### config.mk
export PLATFORM = sky130hd
export DESIGN_NAME = txslot_handoff
export DESIGN_NICKNAME = d
export VERILOG_FILES = /design/src/rtl/txslot_pkg.sv /design/src/rtl/txslot_counter.sv /design/src/rtl/txslot_gate.sv /design/src/rtl/txslot_bell.sv /design/src/rtl/txslot_handoff.sv
export SDC_FILE = /design/constraint.sdc
export NUM_CORES = 1
export LEC_CHECK = 0
export BUFFER_PORTS_ARGS = -buffer_cell sky130_fd_sc_hd__buf_2
export CAP_MARGIN = 20
export CORE_AREA = 2 2 42 73
export DETAILED_ROUTE_END_ITERATION = 10
export DIE_AREA = 0 0 44 75
export RECOVER_POWER = 50
export SLEW_MARGIN = 40
export SYNTH_ARGS = -nofsm -noshare
export SYNTH_HDL_FRONTEND = slang
export SYNTH_SLANG_ARGS = --single-unit
### constraint.sdc
create_clock -name clk -period 3.31 [get_ports clk]
set_input_delay 0 -clock clk [delete_from_list [all_inputs] [get_ports clk]]
set_output_delay 0 -clock clk [all_outputs]
set_load 0.01 [all_outputs]
### src/rtl/txslot_pkg.sv
package txslot_pkg;

  // Outcome of one strobe at a clock edge
  typedef enum logic [1:0] {
    EV_IDLE   = 2'd0,
    EV_ACCEPT = 2'd1,
    EV_REJECT = 2'd2
  } txslot_ev_e;

  function automatic txslot_ev_e classify(input logic strobe, input logic allowed);
    if (!strobe)      return EV_IDLE;
    else if (allowed) return EV_ACCEPT;
    else              return EV_REJECT;
  endfunction

endpackage

### src/rtl/txslot_counter.sv
module txslot_counter #(
  parameter int CNT_W = 4
) (
  input  logic             clk,
  input  logic             rst_n,
  input  logic             inc_i,
  output logic [CNT_W-1:0] count_o
);
  localparam logic [CNT_W-1:0] ONE = CNT_W'(1);

  logic [CNT_W-1:0] count_q;

  // Advance by one on each accepted strobe; the natural overflow gives the wrap
  always_ff @(posedge clk or negedge rst_n) begin
    if (!rst_n)     count_q <= '0;
    else if (inc_i) count_q <= count_q + ONE;
  end

  assign count_o = count_q;

  // a counter changes only by a single step (mod 2^CNT_W), and only after a strobe
  p_count_wrap_r11: assert property (@(posedge clk) disable iff (!rst_n)
    (count_o != $past(count_o)) |-> ($past(inc_i) && count_o == $past(count_o) + ONE));

endmodule

### src/rtl/txslot_gate.sv
module txslot_gate
  import txslot_pkg::*;
#(
  parameter int CNT_W = 4,
  parameter int DEPTH = 2
) (
  input  logic             clk,
  input  logic             rst_n,
  input  logic             commit_i,
  input  logic             release_i,
  input  logic [CNT_W-1:0] in_cnt_i,
  input  logic [CNT_W-1:0] out_cnt_i,
  output logic             commit_ok_o,
  output logic             release_ok_o,
  output logic             space_o,
  output logic             ready_o,
  output logic             ovf_err_o,
  output logic             unf_err_o
);
  localparam logic [CNT_W-1:0] DEPTH_C = CNT_W'(DEPTH);

  // Occupied slots: distance between the two wrapping counts
  function automatic logic [CNT_W-1:0] occupancy(input logic [CNT_W-1:0] a,
                                                 input logic [CNT_W-1:0] b);
    return a - b;
  endfunction

  logic [CNT_W-1:0] occ;
  txslot_ev_e       commit_ev, release_ev;
  logic             ovf_q, unf_q;

  assign occ     = occupancy(in_cnt_i, out_cnt_i);
  assign space_o = (occ < DEPTH_C);
  assign ready_o = (occ != '0);

  // Both strobes are judged on the occupancy before the edge
  assign commit_ev    = classify(commit_i, space_o);
  assign release_ev   = classify(release_i, ready_o);
  assign commit_ok_o  = (commit_ev == EV_ACCEPT);
  assign release_ok_o = (release_ev == EV_ACCEPT);

  always_ff @(posedge clk or negedge rst_n) begin
    if (!rst_n) begin
      ovf_q <= 1'b0;
      unf_q <= 1'b0;
    end else begin
      if (commit_ev == EV_REJECT)  ovf_q <= 1'b1;
      if (release_ev == EV_REJECT) unf_q <= 1'b1;
    end
  end

  assign ovf_err_o = ovf_q;
  assign unf_err_o = unf_q;

  // the counters can never drift further apart than the slot count
  p_occ_bound_r2: assert property (@(posedge clk) disable iff (!rst_n)
    occ <= DEPTH_C);

  // the overflow flag never clears once set
  p_ovf_sticky_r4: assert property (@(posedge clk) disable iff (!rst_n)
    ovf_err_o |=> ovf_err_o);

  // the underflow flag never clears once set
  p_unf_sticky_r8: assert property (@(posedge clk) disable iff (!rst_n)
    unf_err_o |=> unf_err_o);

endmodule

### src/rtl/txslot_bell.sv
module txslot_bell (
  input  logic clk,
  input  logic rst_n,
  input  logic fire_i,
  output logic bell_o
);
  logic bell_q;

  // One registered pulse per accepted commit
  always_ff @(posedge clk or negedge rst_n) begin
    if (!rst_n) bell_q <= 1'b0;
    else        bell_q <= fire_i;
  end

  assign bell_o = bell_q;

endmodule

### src/rtl/txslot_handoff.sv
module txslot_handoff #(
  parameter int CNT_W  = 4,
  parameter int DEPTH  = 2,
  parameter int STAT_W = 8
) (
  input  logic              clk,
  input  logic              rst_n,
  input  logic              commit_i,
  input  logic              release_i,
  output logic [STAT_W-1:0] status_o,
  output logic [CNT_W-1:0]  in_count_o,
  output logic              slot_free_o,
  output logic              pkt_ready_o,
  output logic              wr_slot_o,
  output logic              rd_slot_o,
  output logic              doorbell_o,
  output logic              ovf_err_o,
  output logic              unf_err_o
);
  localparam int SLOT_W = (DEPTH > 1) ? $clog2(DEPTH) : 1;
  localparam logic [CNT_W-1:0] ONE = CNT_W'(1);

  // Internal events, named so the assertions can see them
  logic             commit_ok, release_ok;
  logic [CNT_W-1:0] in_cnt, out_cnt;
  logic [SLOT_W-1:0] wr_idx, rd_idx;

  txslot_gate #(.CNT_W(CNT_W), .DEPTH(DEPTH)) u_gate (
    .clk          (clk),
    .rst_n        (rst_n),
    .commit_i     (commit_i),
    .release_i    (release_i),
    .in_cnt_i     (in_cnt),
    .out_cnt_i    (out_cnt),
    .commit_ok_o  (commit_ok),
    .release_ok_o (release_ok),
    .space_o      (slot_free_o),
    .ready_o      (pkt_ready_o),
    .ovf_err_o    (ovf_err_o),
    .unf_err_o    (unf_err_o)
  );

  txslot_counter #(.CNT_W(CNT_W)) u_in_cnt (
    .clk     (clk),
    .rst_n   (rst_n),
    .inc_i   (commit_ok),
    .count_o (in_cnt)
  );

  txslot_counter #(.CNT_W(CNT_W)) u_out_cnt (
    .clk     (clk),
    .rst_n   (rst_n),
    .inc_i   (release_ok),
    .count_o (out_cnt)
  );

  txslot_bell u_bell (
    .clk    (clk),
    .rst_n  (rst_n),
    .fire_i (commit_ok),
    .bell_o (doorbell_o)
  );

  // Slot index is the count modulo the (power-of-two) slot count
  assign wr_idx = in_cnt[SLOT_W-1:0];
  assign rd_idx = out_cnt[SLOT_W-1:0];

  assign wr_slot_o  = wr_idx[0];
  assign rd_slot_o  = rd_idx[0];
  assign in_count_o = in_cnt;
  assign status_o   = STAT_W'(out_cnt);

  // a commit with no free slot leaves the input count untouched
  p_reject_hold_r4: assert property (@(posedge clk) disable iff (!rst_n)
    (commit_i && !slot_free_o) |=> (in_count_o == $past(in_count_o)));

  // a release with nothing stored leaves the output count untouched and flags it
  p_empty_release_r8: assert property (@(posedge clk) disable iff (!rst_n)
    (release_i && !pkt_ready_o) |=> (status_o == $past(status_o) && unf_err_o));

  // a doorbell cycle is always the cycle in which the input count has just stepped
  p_bell_after_commit_r5: assert property (@(posedge clk) disable iff (!rst_n)
    doorbell_o |-> (in_count_o == $past(in_count_o) + ONE));

  // each doorbell coincides with a change of write slot
  p_wr_toggle_r6: assert property (@(posedge clk) disable iff (!rst_n)
    doorbell_o |-> (wr_slot_o != $past(wr_slot_o)));

  // with both slots full, a simultaneous release still drains one slot
  p_full_release_r10: assert property (@(posedge clk) disable iff (!rst_n)
    (release_i && !slot_free_o) |=> (slot_free_o && !doorbell_o));

endmodule

# == Yosys cells after proc, flatten, opt, wreduce, memory -nomap -nowiden ==
# Cells that the tools add are included.
# op_classes
add_sub_neg,3
magnitude_cmp,1
eq_ne,4
mux,4
reduce_logical,1
# ops
cell,count
adder 4 x 1 -> 4 bit (second input constant),2
2-to-1 mux 2 bit,4
equality test 2 x 1 -> 1 bit (second input constant),2
equality test 2 bit (second input constant),2
< comparator 4 x 2 -> 1 bit (second input constant),1
nonzero test 4 bit,1
subtractor 4 bit,1
# word_totals
reg_bits,11
in_bits,4
output_inout_bits,19

# == Depth between registers and ports, before layout ==
# Gate-level depths: netlist of run 1.
# logic_depth
depth_word,5
depth_mapped,8
depth_no_buf,8

# == Modules after synthesis ==
# From an unflattened synthesis of run 1, not the netlist that was laid out.
# unflattened
hier_cells,59
area_unflattened_um2,643.1
# modules_own_cells
mod,instances,cells_per_inst,area_each_um2
txslot_counter,2,11,160.2
txslot_gate,1,29,249.0
txslot_handoff,1,7,48.8
txslot_bell,1,1,25.0

# == Least setup slack after synthesis of run 1 ==
# No wires, ideal clock.
# synth_path
kind,flip-flop to flip-flop
start,"register u_out_cnt.count_q[0], in the netlist u_out_cnt.count_o[0]"
end,"register u_in_cnt.count_q[1], in the netlist u_in_cnt.count_o[1]"
setup_ns,0.125
arrival_ns,2.011
required_ns,3.185
setup_slack_ns,1.174
path_stages_with_launch,8
n_path_buf,0
period_less_slack_ns,2.136
path_cell_list,dfrtp_1 -> ha_1 -> inv_1 -> fa_1 -> xor2_1 -> nor2_2 -> o211ai_4 -> mux2_4
# synth_between
elab_chain_cells,5
# synth_rtl
element,line,text
start: declaration,txslot_counter.sv:11,logic [CNT_W-1:0] count_q;
start signal: assignment,txslot_counter.sv:16,else if (inc_i) count_q <= count_q + ONE;
subtractor 4 bit,txslot_gate.sv:25,return a - b;
< comparator 4 x 2 -> 1 bit,txslot_gate.sv:33,assign space_o = (occ < DEPTH_C);
2-to-1 mux 2 bit,txslot_pkg.sv:12,else if (allowed) return EV_ACCEPT;
2-to-1 mux 2 bit,txslot_pkg.sv:11,if (!strobe) return EV_IDLE;
equality test 2 x 1 -> 1 bit,txslot_gate.sv:39,assign commit_ok_o = (commit_ev == EV_ACCEPT);
end signal: assignment,txslot_counter.sv:16,
end: declaration,txslot_counter.sv:11,
# No other way between the ends.
# A chain may end at the register's enable or synchronous reset.

# == Worst setup path in the final report of run 1 ==
# layout_path
start,"register u_out_cnt.count_q[0], in the netlist u_out_cnt.count_o[0]"
end,output pkt_ready_o
# layout_between
elab_chain_cells,2
# layout_rtl
element,line,text
subtractor 4 bit,txslot_gate.sv:25,
nonzero test 4 bit,txslot_gate.sv:34,assign ready_o = (occ != '0);
end: declaration,txslot_handoff.sv:13,"output logic pkt_ready_o,"
# No other way between the ends.

==> qor.yml, run 1 <==
clock_tree:
  cts_buffer_depth: 2
  cts_buffers: 3
  post_cts.repair.setup_buffers: 0
  cts.hold.buffers_added: 1
  clk_pin_slew_ns: 0.05
  clock_latency_ns: 0.23
  numClockSinks: 11
  cts_resized: 0
  cts_tree: "yes"
  h-tree-depth: 1
  cts_root_buf: "clkbuf_8"
sta:
  worstMarginPinSlew_ns: 0.638
  whs_ns: 0.0426
  final_max_slew_viol_count: 0
  fmax_mhz: 419
  fin_tns_setup_ns: 0
  grt_setup_unrepaired: "no"
  fin_ws_ns: 0.925
  setup_violations: 0
  fin_crit_sh_pct: 72.1
  fin_skew_ns: 0.000815
  relSlewSlack_pct: 57.5
  finalWorstPathRequiredPeriod_ns: 2.39
  hold_viol_final: 0
min_path:
  min_path_cells: 2
  hp-class: "primary input to flop"
  holdPathEnd: "u_gate.ovf_err_o"
  min_from: "commit_i"
power_and_ir_drop:
  swShare_pct: 50.1
  p_leak_uw: 0.000403
  p_switching_uw: 552
  seqPwrFrac_pct: 24.3
  powerDensity_nw_per_um2: 1230
  peakVddDrop_v: 0.000433
  pwr-share-comb_pct: 63.6
  p_int_uw: 549
  pwr-share-clk_pct: 12.1
synthesis:
  synthTopCellsByCount: "11 x dfrtp_1, 8 x inv_1, 6 x buf_4, 6 x o2111ai_1, 5 x ha_1"
  synth_edf_count: 0
  yosys_register_bits: 11
  ys_seq_area_share_pct: 35.7
  synthesis.instances: 71
  synth_area_leaders: "dfrtp_1 36%, ha_1 8.1%, o2111ai_1 6.8%"
  synth.most_common_cell: "dfrtp_1"
  yosysWarnings: 0
  synth_top_cell_by_area: "dfrtp_1"
  ys_async_sr_fraction_pct: 100
  synth_area_um2: 772
  postSynthAreaPerCell_um2: 10.9
  synth_flop_cell: "dfrtp_1"
  synth_top_area_share_pct: 35.7
  ys_types: 29
setup_path:
  r2r-start: "u_out_cnt.count_o[0]"
  r2r_end: "u_in_cnt.count_o[1]"
  rrSetupSlack_ns: 1.02
  cp.required_ns: 3.31
  cp_common_cell: "inv_1"
  setup.worst_path.start_class: "flop"
  reg2regPathDepth: 7
  slowest_stage: "dfrtp_1"
  crit_path_end_kind: "output pin"
  worstSetupPathType: "flop to output pin"
  crit_chain: "ha_1, inv_1, fa_1, xor2_1, nor2_2, o211a_4, inv_1, buf_2"
  arrival_ns: 2.39
  critPathMaxFanout: 10
  slowest_delay_ns: 0.51
floorplan:
  die-width_um: 44
  start_util_pct: 28.7
  coreArea_um2: 2690
  io_pins: 23
  die-area_um2: 3300
  row_count: 25
  fp.dieH_um: 75
routing:
  wl_um: 1630
  wl_per_cell_um: 13.9
  route.detailed.drc: 0
  final_antenna_net_count: 0
  dr.pass1.iters: 4
  num_vias: 604
  drtIter0Drc: 9
  vias_per_cell: 5.16
global_routing:
  overflow: 0
  antenna_found_initial: 0
  grt_pass1_wl_um: 2790
  grt_max_degree: 12
  grtUsageTotal_pct: 11.3
  first_global_vias: 624
finish:
  utilization_pct: 33.3
  final_nets: 101
  n_antenna_cell: 0
  area_growth_pct: 16.0
  drive_above_1_share_pct: 21.1
run:
  maxCapViolations: 0
outcome:
  outcome: "finished clean"
place:
  dp_hpwl_um: 1270
  io_buffers: 18
  routabilityCongestion: 0.760
  post-place-ws_ns: 1.03
worst max-delay path, delay by kind of cell (launching register included):
kind,cells,cell delay (ns)
adder cells (fa/ha/maj),2,0.60
flip-flops,1,0.51
XOR/XNOR,1,0.16
AND/OR/NAND/NOR,1,0.37
buffers and inverters,3,0.22
AO/OA/AOI/OAI,1,0.29
sequential cells by signal, indices dropped and copies added (netlist names):
register and cells:
u_gate.unf_err_o 1, u_out_cnt.count_o 4, u_bell.bell_o 1, u_gate.ovf_err_o 1
u_in_cnt.count_o 4
cells in the final DEF (no fill, tap or decap), types with 2 or more instances in the layout:
master and count:
a21o_1 3, a21oi_1 2, and3_1 2, buf_2 10
clkbuf_1 9, clkbuf_8 3, conb_1 4, dfrtp_1 11
ha_1 5, inv_1 8, nand2_1 2, nand3_1 2
o2111ai_1 6, o211ai_1 2, o21ai_0 2, xnor2_1 3
xor2_1 2
cell type report:
type	count	area, um2
multi-input combinational	48	422
sequential	11	275
inverter	8	30.0
tap	27	33.8
clock buffer	4	45.0
fill	297	1790
timing repair buffer	19	90.1
layer usage:
layer / vias to the layer above / global-route usage, % / routed length, um
met5: - / 0 / 0
met4: 0 / 5.39 / 21
met3: 2 / 2.40 / 58
met2: 16 / 19.3 / 894
met1: 299 / 13.3 / 654
li1: 287 / - / -
kinds of logic after synthesis:
group                      after synthesis  share of synthesized area (%)
muxes                                    1                           1.94
DFF                                     11                           35.7
other                                    1                          0.486
AOI/OAI and AO/OA                       21                           26.1
adders and majority gates                6                           10.7
and+or+nand+nor                         11                           8.27
buffers and inverters                   15                           11.2
xor gates and xnor gates                 5                           5.67
power by group through the flow:
stage                     registers (uW)  clock network (uW)  logic, uW
final                                267                 133        700
after global routing                 281                 144        787
after CTS                            268                 138        714
after detailed placement             270                   0        707
after global placement               268                   0        691
after floorplan                      278                   0        549
worst max path at each step:
stage | startpoint | to | slack [ns] | depth (start not counted)
finish | u_out_cnt.count_o[0] | pkt_ready_o | 0.92 | 8
global route | u_out_cnt.count_o[0] | slot_free_o | 0.74 | 8
CTS | u_out_cnt.count_o[0] | pkt_ready_o | 0.93 | 8
detailed placement | u_out_cnt.count_o[0] | u_in_cnt.count_o[1] | 1.03 | 7
global placement | u_out_cnt.count_o[0] | u_in_cnt.count_o[1] | 1.12 | 7
floorplan | u_out_cnt.count_o[0] | u_in_cnt.count_o[1] | 1.17 | 7
metrics by stage:
step / cell area [um2] / std cells / power, uW
floorplan: 783 / 74 / 827
finish: 896 / 117 / 1100
CTS: 906 / 117 / 1120
detailed placement: 851 / 112 / 977
global route: 896 / 117 / 1210
global placement: 851 / 112 / 958
Power figures use the tool's default switching activity.
==> run 2: changes to the inputs <==
ABC_AREA = 1   (was default)
CORE_AREA = 2 2 40 70   (was 2 2 42 73)
DIE_AREA = 0 0 42 72   (was 0 0 44 75)
clock period = 2 ns   (was 3.31 ns; I/O delays follow)
==> qor.yml, run 2 <==
finish:
  nFillCells: 268  # -9.8%
  final_nets: 123  # +22%
  n_antenna_cell: 0  # unchanged
  area_growth_pct: 37.6
  seq_area_um2: 275  # unchanged
  multi_input_area_um2: 392  # -7.1%
  drive_above_1_share_pct: 34.8  # +14 points
  utilization_pct: 40.1  # +6.8 points
  final_cell_mix: "23 x nand2_1, 12 x buf_2, 11 x dfrtp_1"
  final_common_cell: "nand2_1"
floorplan:
  io_pins: 23  # unchanged
  coreArea_um2: 2430  # -9.6%
  fp.dieH_um: 72  # -4.0%
  row_count: 24  # -4.0%
  die-area_um2: 3020  # -8.4%
  start_util_pct: 29.2  # +0.47 points
  die-width_um: 42  # -4.5%
synthesis:
  ys_async_sr_fraction_pct: 100  # unchanged
  yosysWarnings: 0  # unchanged
  ys_seq_area_share_pct: 38.8  # +3.1 points
  synth_area_leaders: "dfrtp_1 39%, nand2_1 13%, ha_1 8.8%"
  synthTopCellsByCount: "24 x nand2_1, 12 x inv_1, 11 x dfrtp_1"
  yosys_register_bits: 11  # unchanged
  synth_top_area_share_pct: 38.8  # +3.1 points
  synth_flop_cell: "dfrtp_1"
  ys_types: 20  # -31%
  synth_area_um2: 709  # -8.1%
  postSynthAreaPerCell_um2: 8.45  # -22%
  synth_top_cell_by_area: "dfrtp_1"
  synth_edf_count: 0  # unchanged
  synthesis.instances: 84  # +18%
  synth.most_common_cell: "nand2_1"
sta:
  setup_violations: 0  # unchanged
  fmax_mhz: 512
  fin_crit_sh_pct: 97.6
  grt_setup_unrepaired: "yes"
  relSlewSlack_pct: 59.4  # +1.9 points
  whs_ns: 0.0588  # +0.0161 ns
  worstMarginPinSlew_ns: 0.609  # -0.0287 ns
  final_max_slew_viol_count: 0  # unchanged
  hold_viol_final: 0  # unchanged
  finalWorstPathRequiredPeriod_ns: 1.95
  fin_skew_ns: 0.00418  # +0.00336 ns
power_and_ir_drop:
  p_leak_uw: 0.000512  # +27%
  powerDensity_nw_per_um2: 1920  # +56%
  peakVddDrop_v: 0.000969  # +120%
  p_total_uw: 1870  # +70%
clock_tree:
  clock_latency_ns: 0.24  # about the same
  cts_tree: "yes"
  cts_buffers: 3  # unchanged
  cts_buffer_depth: 2  # unchanged
  cts_root_buf: "clkbuf_8"
  numClockSinks: 11  # unchanged
  h-tree-depth: 1  # unchanged
  clk_pin_slew_ns: 0.05  # about the same
place:
  dp_hpwl_um: 1200  # -5.5%
  routabilityCongestion: 0.725  # -4.5%
  io_buffers: 18  # unchanged
routing:
  wl_per_cell_um: 11.2  # -20%
  drtIter0Drc: 14  # +5
  vias_per_cell: 4.46  # -14%
  wl_um: 1540  # -5.5%
  final_antenna_net_count: 0  # unchanged
  dr.pass1.iters: 3  # -1
  num_vias: 615  # +1.8%
  route.detailed.drc: 0  # unchanged
setup_path:
  critPathMaxFanout: 5  # -5
  setup.worst_path.start_class: "flop"
  crit_path_end_kind: "output pin"
  rrSetupSlack_ns: 0.08  # -0.94 ns
  crit_chain: "inv_2, ha_4, inv_4, fa_2, nor3_4, nand3_4, buf_6"
  cp.required_ns: 2.00  # -1.31 ns
  slowest_delay_ns: 0.48  # -0.03 ns
  arrival_ns: 1.95  # -0.44 ns
  slowest_stage: "fa_2"
  worstSetupPathType: "flop to output pin"
global_routing:
  grt_max_degree: 12  # unchanged
  overflow: 0  # unchanged
  grt_pass1_wl_um: 2660  # -4.7%
  first_global_vias: 588  # -5.8%
  antenna_found_initial: 0  # unchanged
  grtUsageTotal_pct: 11.8  # +0.44 points
min_path:
  hp-class: "primary input to flop"
run:
  maxCapViolations: 0  # unchanged
outcome:
  outcome: "finished clean"
==> run 2: path summary, 6_finish.rpt <==
path | from | endpoint | cells past startpoint
setup / recovery | u_in_cnt.count_o[0] | pkt_ready_o | 7
hold / removal | release_i | u_out_cnt.count_o[1] | 3
setup reg to reg | u_in_cnt.count_o[0] | u_out_cnt.count_o[0] | 9
hold reg to reg | u_gate.ovf_err_o | u_gate.ovf_err_o | 1
max in group asynchronous | rst_n | u_in_cnt.count_o[2] | 2
min in group asynchronous | rst_n | u_out_cnt.count_o[3] | 2
==> run 2: layout make-up <==
type                            count  share of cell area (%)
Inverter                           13                    5.51
Sequential cell                    11                    28.2
Clock buffer                        4                    4.62
Tap cell                           26                    3.33
Multi-Input combinational cell     57                    40.1
Timing Repair Buffer               27                    18.2
==> run 2: cell families (layout without fill, tap and decap cells) <==
family | after synthesis | after routing | synth area share [%]
buf+inv | 19 | 44 | 13.2
xor+xnor | 4 | 4 | 4.94
other cells | 1 | 4 | 0.529
simple gates | 39 | 39 | 27.3
fa+ha+maj | 6 | 6 | 11.6
compound gates | 4 | 4 | 3.53
flops | 11 | 11 | 38.8
==> run 2: what timing repair did <==
action,CTS,global route
buffers inserted,2,3
pin swaps,2,5
endpoints found under the setup margin,1,11
resized for setup,0,18
endpoints found under the hold margin,12,0
hold buffers,2,0
==> run 2: power by group <==
part	internal, uW	switching (uW)	leakage [uW]
registers	300	89.9	0.000133
clock network	141	91.4	0.0000228
logic	586	662	0.000356
==> run 2: routing by layer <==
| metal | vias up | GRT usage (%) | share of wire [%] |
|---|---|---|---|
| li1 | 310 | - | - |
| met1 | 283 | 12.9 | 40 |
| met2 | 18 | 19.6 | 52 |
| met3 | 4 | 2.49 | 5.1 |
| met4 | 0 | 8.60 | 3.0 |
| met5 | - | 0 | 0 |
==> run 2: metrics by stage <==
stage	TNS, ns	setup slack [ns]	instances	cell area, um2
finish	0	0.0485	138	976
detailed placement	0	0.119	127	813
floorplan	0	0.103	87	721
CTS	0	0.00287	135	893
global placement	0	0.182	127	813
global route	-0.0890	-0.0404	138	976
==> run 2: critical path: cells and delay by family (launching register included) <==
kind	cells	cell delay [ns]
flip-flops	1	0.39
buffers and inverters	3	0.26
AND/OR/NAND/NOR	2	0.45
adder cells (fa/ha/maj)	2	0.61
==> run 3: changes to the inputs <==
SETUP_SLACK_MARGIN = 0.4   (was default)
==> qor.yml, run 3 (synthesized netlist as in run 2, its figures left out) <==
global_routing:
  first_global_vias: 664  # +13%
  grt_max_degree: 12  # unchanged
  antenna_found_initial: 0  # unchanged
  grt_pass1_wl_um: 2670  # +0.53%
  grtUsageTotal_pct: 11.7  # -0.11 points
  overflow: 0  # unchanged
sta:
  relSlewSlack_pct: 59.0  # -0.44 points
  setup_violations: 0  # unchanged
  worstMarginPinSlew_ns: 0.615  # +0.00658 ns
  final_max_slew_viol_count: 0  # unchanged
  finalWorstPathRequiredPeriod_ns: 1.89  # -0.0608 ns
  fin_tns_setup_ns: 0  # unchanged
  grt_setup_unrepaired: "yes"
  hold_viol_final: 0  # unchanged
  fin_crit_sh_pct: 94.5  # -3.0 points
  fmax_mhz: 529  # +3.2%
  fin_skew_ns: 0.00201  # -0.00217 ns
power_and_ir_drop:
  p_leak_uw: 0.000494  # -3.5%
  powerDensity_nw_per_um2: 1830  # -4.3%
  peakVddDrop_v: 0.000656  # -32%
clock_tree:
  clock_latency_ns: 0.24  # about the same
  cts_buffer_depth: 2  # unchanged
  cts_buffers: 3  # unchanged
  clk_pin_slew_ns: 0.05  # about the same
  cts_root_buf: "clkbuf_8"
  numClockSinks: 11  # unchanged
  cts_tree: "yes"
  h-tree-depth: 1  # unchanged
floorplan:
  row_count: 24  # unchanged
  io_pins: 23  # unchanged
  fp.dieH_um: 72  # unchanged
  start_util_pct: 29.2  # unchanged
  coreArea_um2: 2430  # unchanged
  die-area_um2: 3020  # unchanged
  die-width_um: 42  # unchanged
setup_path:
  arrival_ns: 1.89  # -0.06 ns
  critPathMaxFanout: 4  # -1
  worstSetupPathType: "flop to output pin"
  setup.worst_path.start_class: "flop"
  crit_path_end_kind: "output pin"
  cp.required_ns: 2.00  # about the same
outcome:
  outcome: "finished clean"
min_path:
  hp-class: "primary input to flop"
routing:
  final_antenna_net_count: 0  # unchanged
  num_vias: 614  # -0.16%
  route.detailed.drc: 0  # unchanged
  vias_per_cell: 4.42  # -0.88%
  wl_per_cell_um: 11.1  # -0.46%
  wl_um: 1540  # +0.26%
  drtIter0Drc: 7  # -7
  dr.pass1.iters: 4  # +1
finish:
  n_antenna_cell: 0  # unchanged
  final_cell_mix: "24 x nand2_1, 9 x inv_1, 9 x clkbuf_1, 9 x buf_2, 9 x dfrtp_1"
  area_growth_pct: 35.1
  seq_area_um2: 278  # +0.91%
  final_nets: 124  # +0.81%
  final_common_cell: "nand2_1"
  multi_input_area_um2: 384  # -1.9%
  final_cells: 139  # +0.72%
  drive_above_1_share_pct: 33.6  # -1.2 points
  nFillCells: 250  # -6.7%
place:
  dp_hpwl_um: 1140  # -4.8%
  dp.cells: 125  # -1.6%
  routabilityCongestion: 0.743  # +2.4%
  io_buffers: 18  # unchanged
run:
  maxCapViolations: 0  # unchanged
==> run 3: final cells by class <==
| class | count | share of cell area, % |
|---|---|---|
| multi-input cells | 57 | 40.1 |
| well taps | 26 | 3.39 |
| clock buffers | 4 | 4.70 |
| flip-flops and latches | 11 | 29.0 |
| inverters | 13 | 5.09 |
| repair buffers | 28 | 17.8 |
==> run 3: per-stage QoR <==
stage	util (%)	setup WS [ns]	total power, uW	hold slack [ns]	cell area (um2)
floorplan	-	0.222	1130	-0.296	741
global placement	33.6	0.110	1320	-0.115	818
detailed placement	33.6	0.0944	1350	-0.109	818
CTS	38.7	0.0858	1750	0.0540	942
global route	39.4	0.0106	1920	0.0757	958
finish	39.4	0.109	1760	0.0663	958
==> run 3: power by group <==
group | total (uW) | internal, uW | switching [uW]
logic | 1140 | 516 | 624
clock network | 227 | 140 | 86.4
registers | 391 | 304 | 87.2
==> run 3: critical path, cell delays in order, from the launching register on <==
cell	delay (ns)
dfrtp_2	0.41
inv_2	0.09
ha_4	0.13
inv_2	0.04
fa_2	0.34
inv_2	0.06
nor2_2	0.04
nor3_4	0.26
nand3_4	0.14
buf_6	0.15
==> run 3: per-layer routing <==
| layer | vias to the layer above | wire length, um | GRT usage [%] |
|---|---|---|---|
| met5 | - | 0 | 0 |
| met1 | 281 | 576 | 11.9 |
| met2 | 17 | 845 | 19.6 |
| met4 | 0 | 43 | 9.32 |
| li1 | 310 | - | - |
| met3 | 6 | 78 | 2.99 |
==> run 3: final timing paths <==
kind	from	end	slack (ns)	cells past startpoint
min reg2reg	u_gate.ovf_err_o	u_gate.ovf_err_o	0.45	1
min in group asynchronous	rst_n	u_out_cnt.count_o[2]	0.28	2
max reg2reg	u_in_cnt.count_o[0]	u_out_cnt.count_o[0]	0.12	11
min	release_i	u_out_cnt.count_o[2]	0.07	3
max	u_in_cnt.count_o[0]	pkt_ready_o	0.11	9
max in group asynchronous	rst_n	u_in_cnt.count_o[0]	1.28	2
==> run 3: timing repair <==
| action | in CTS | in global routing |
|---|---|---|
| endpoints found under the hold margin | 12 | 0 |
| hold buffers | 2 | 0 |
| pin swaps | 3 | 3 |
| gates cloned | 0 | 0 |
| resized for setup | 1 | 4 |
| buffers inserted | 7 | 1 |
| endpoints found under the setup margin | 13 | 13 |
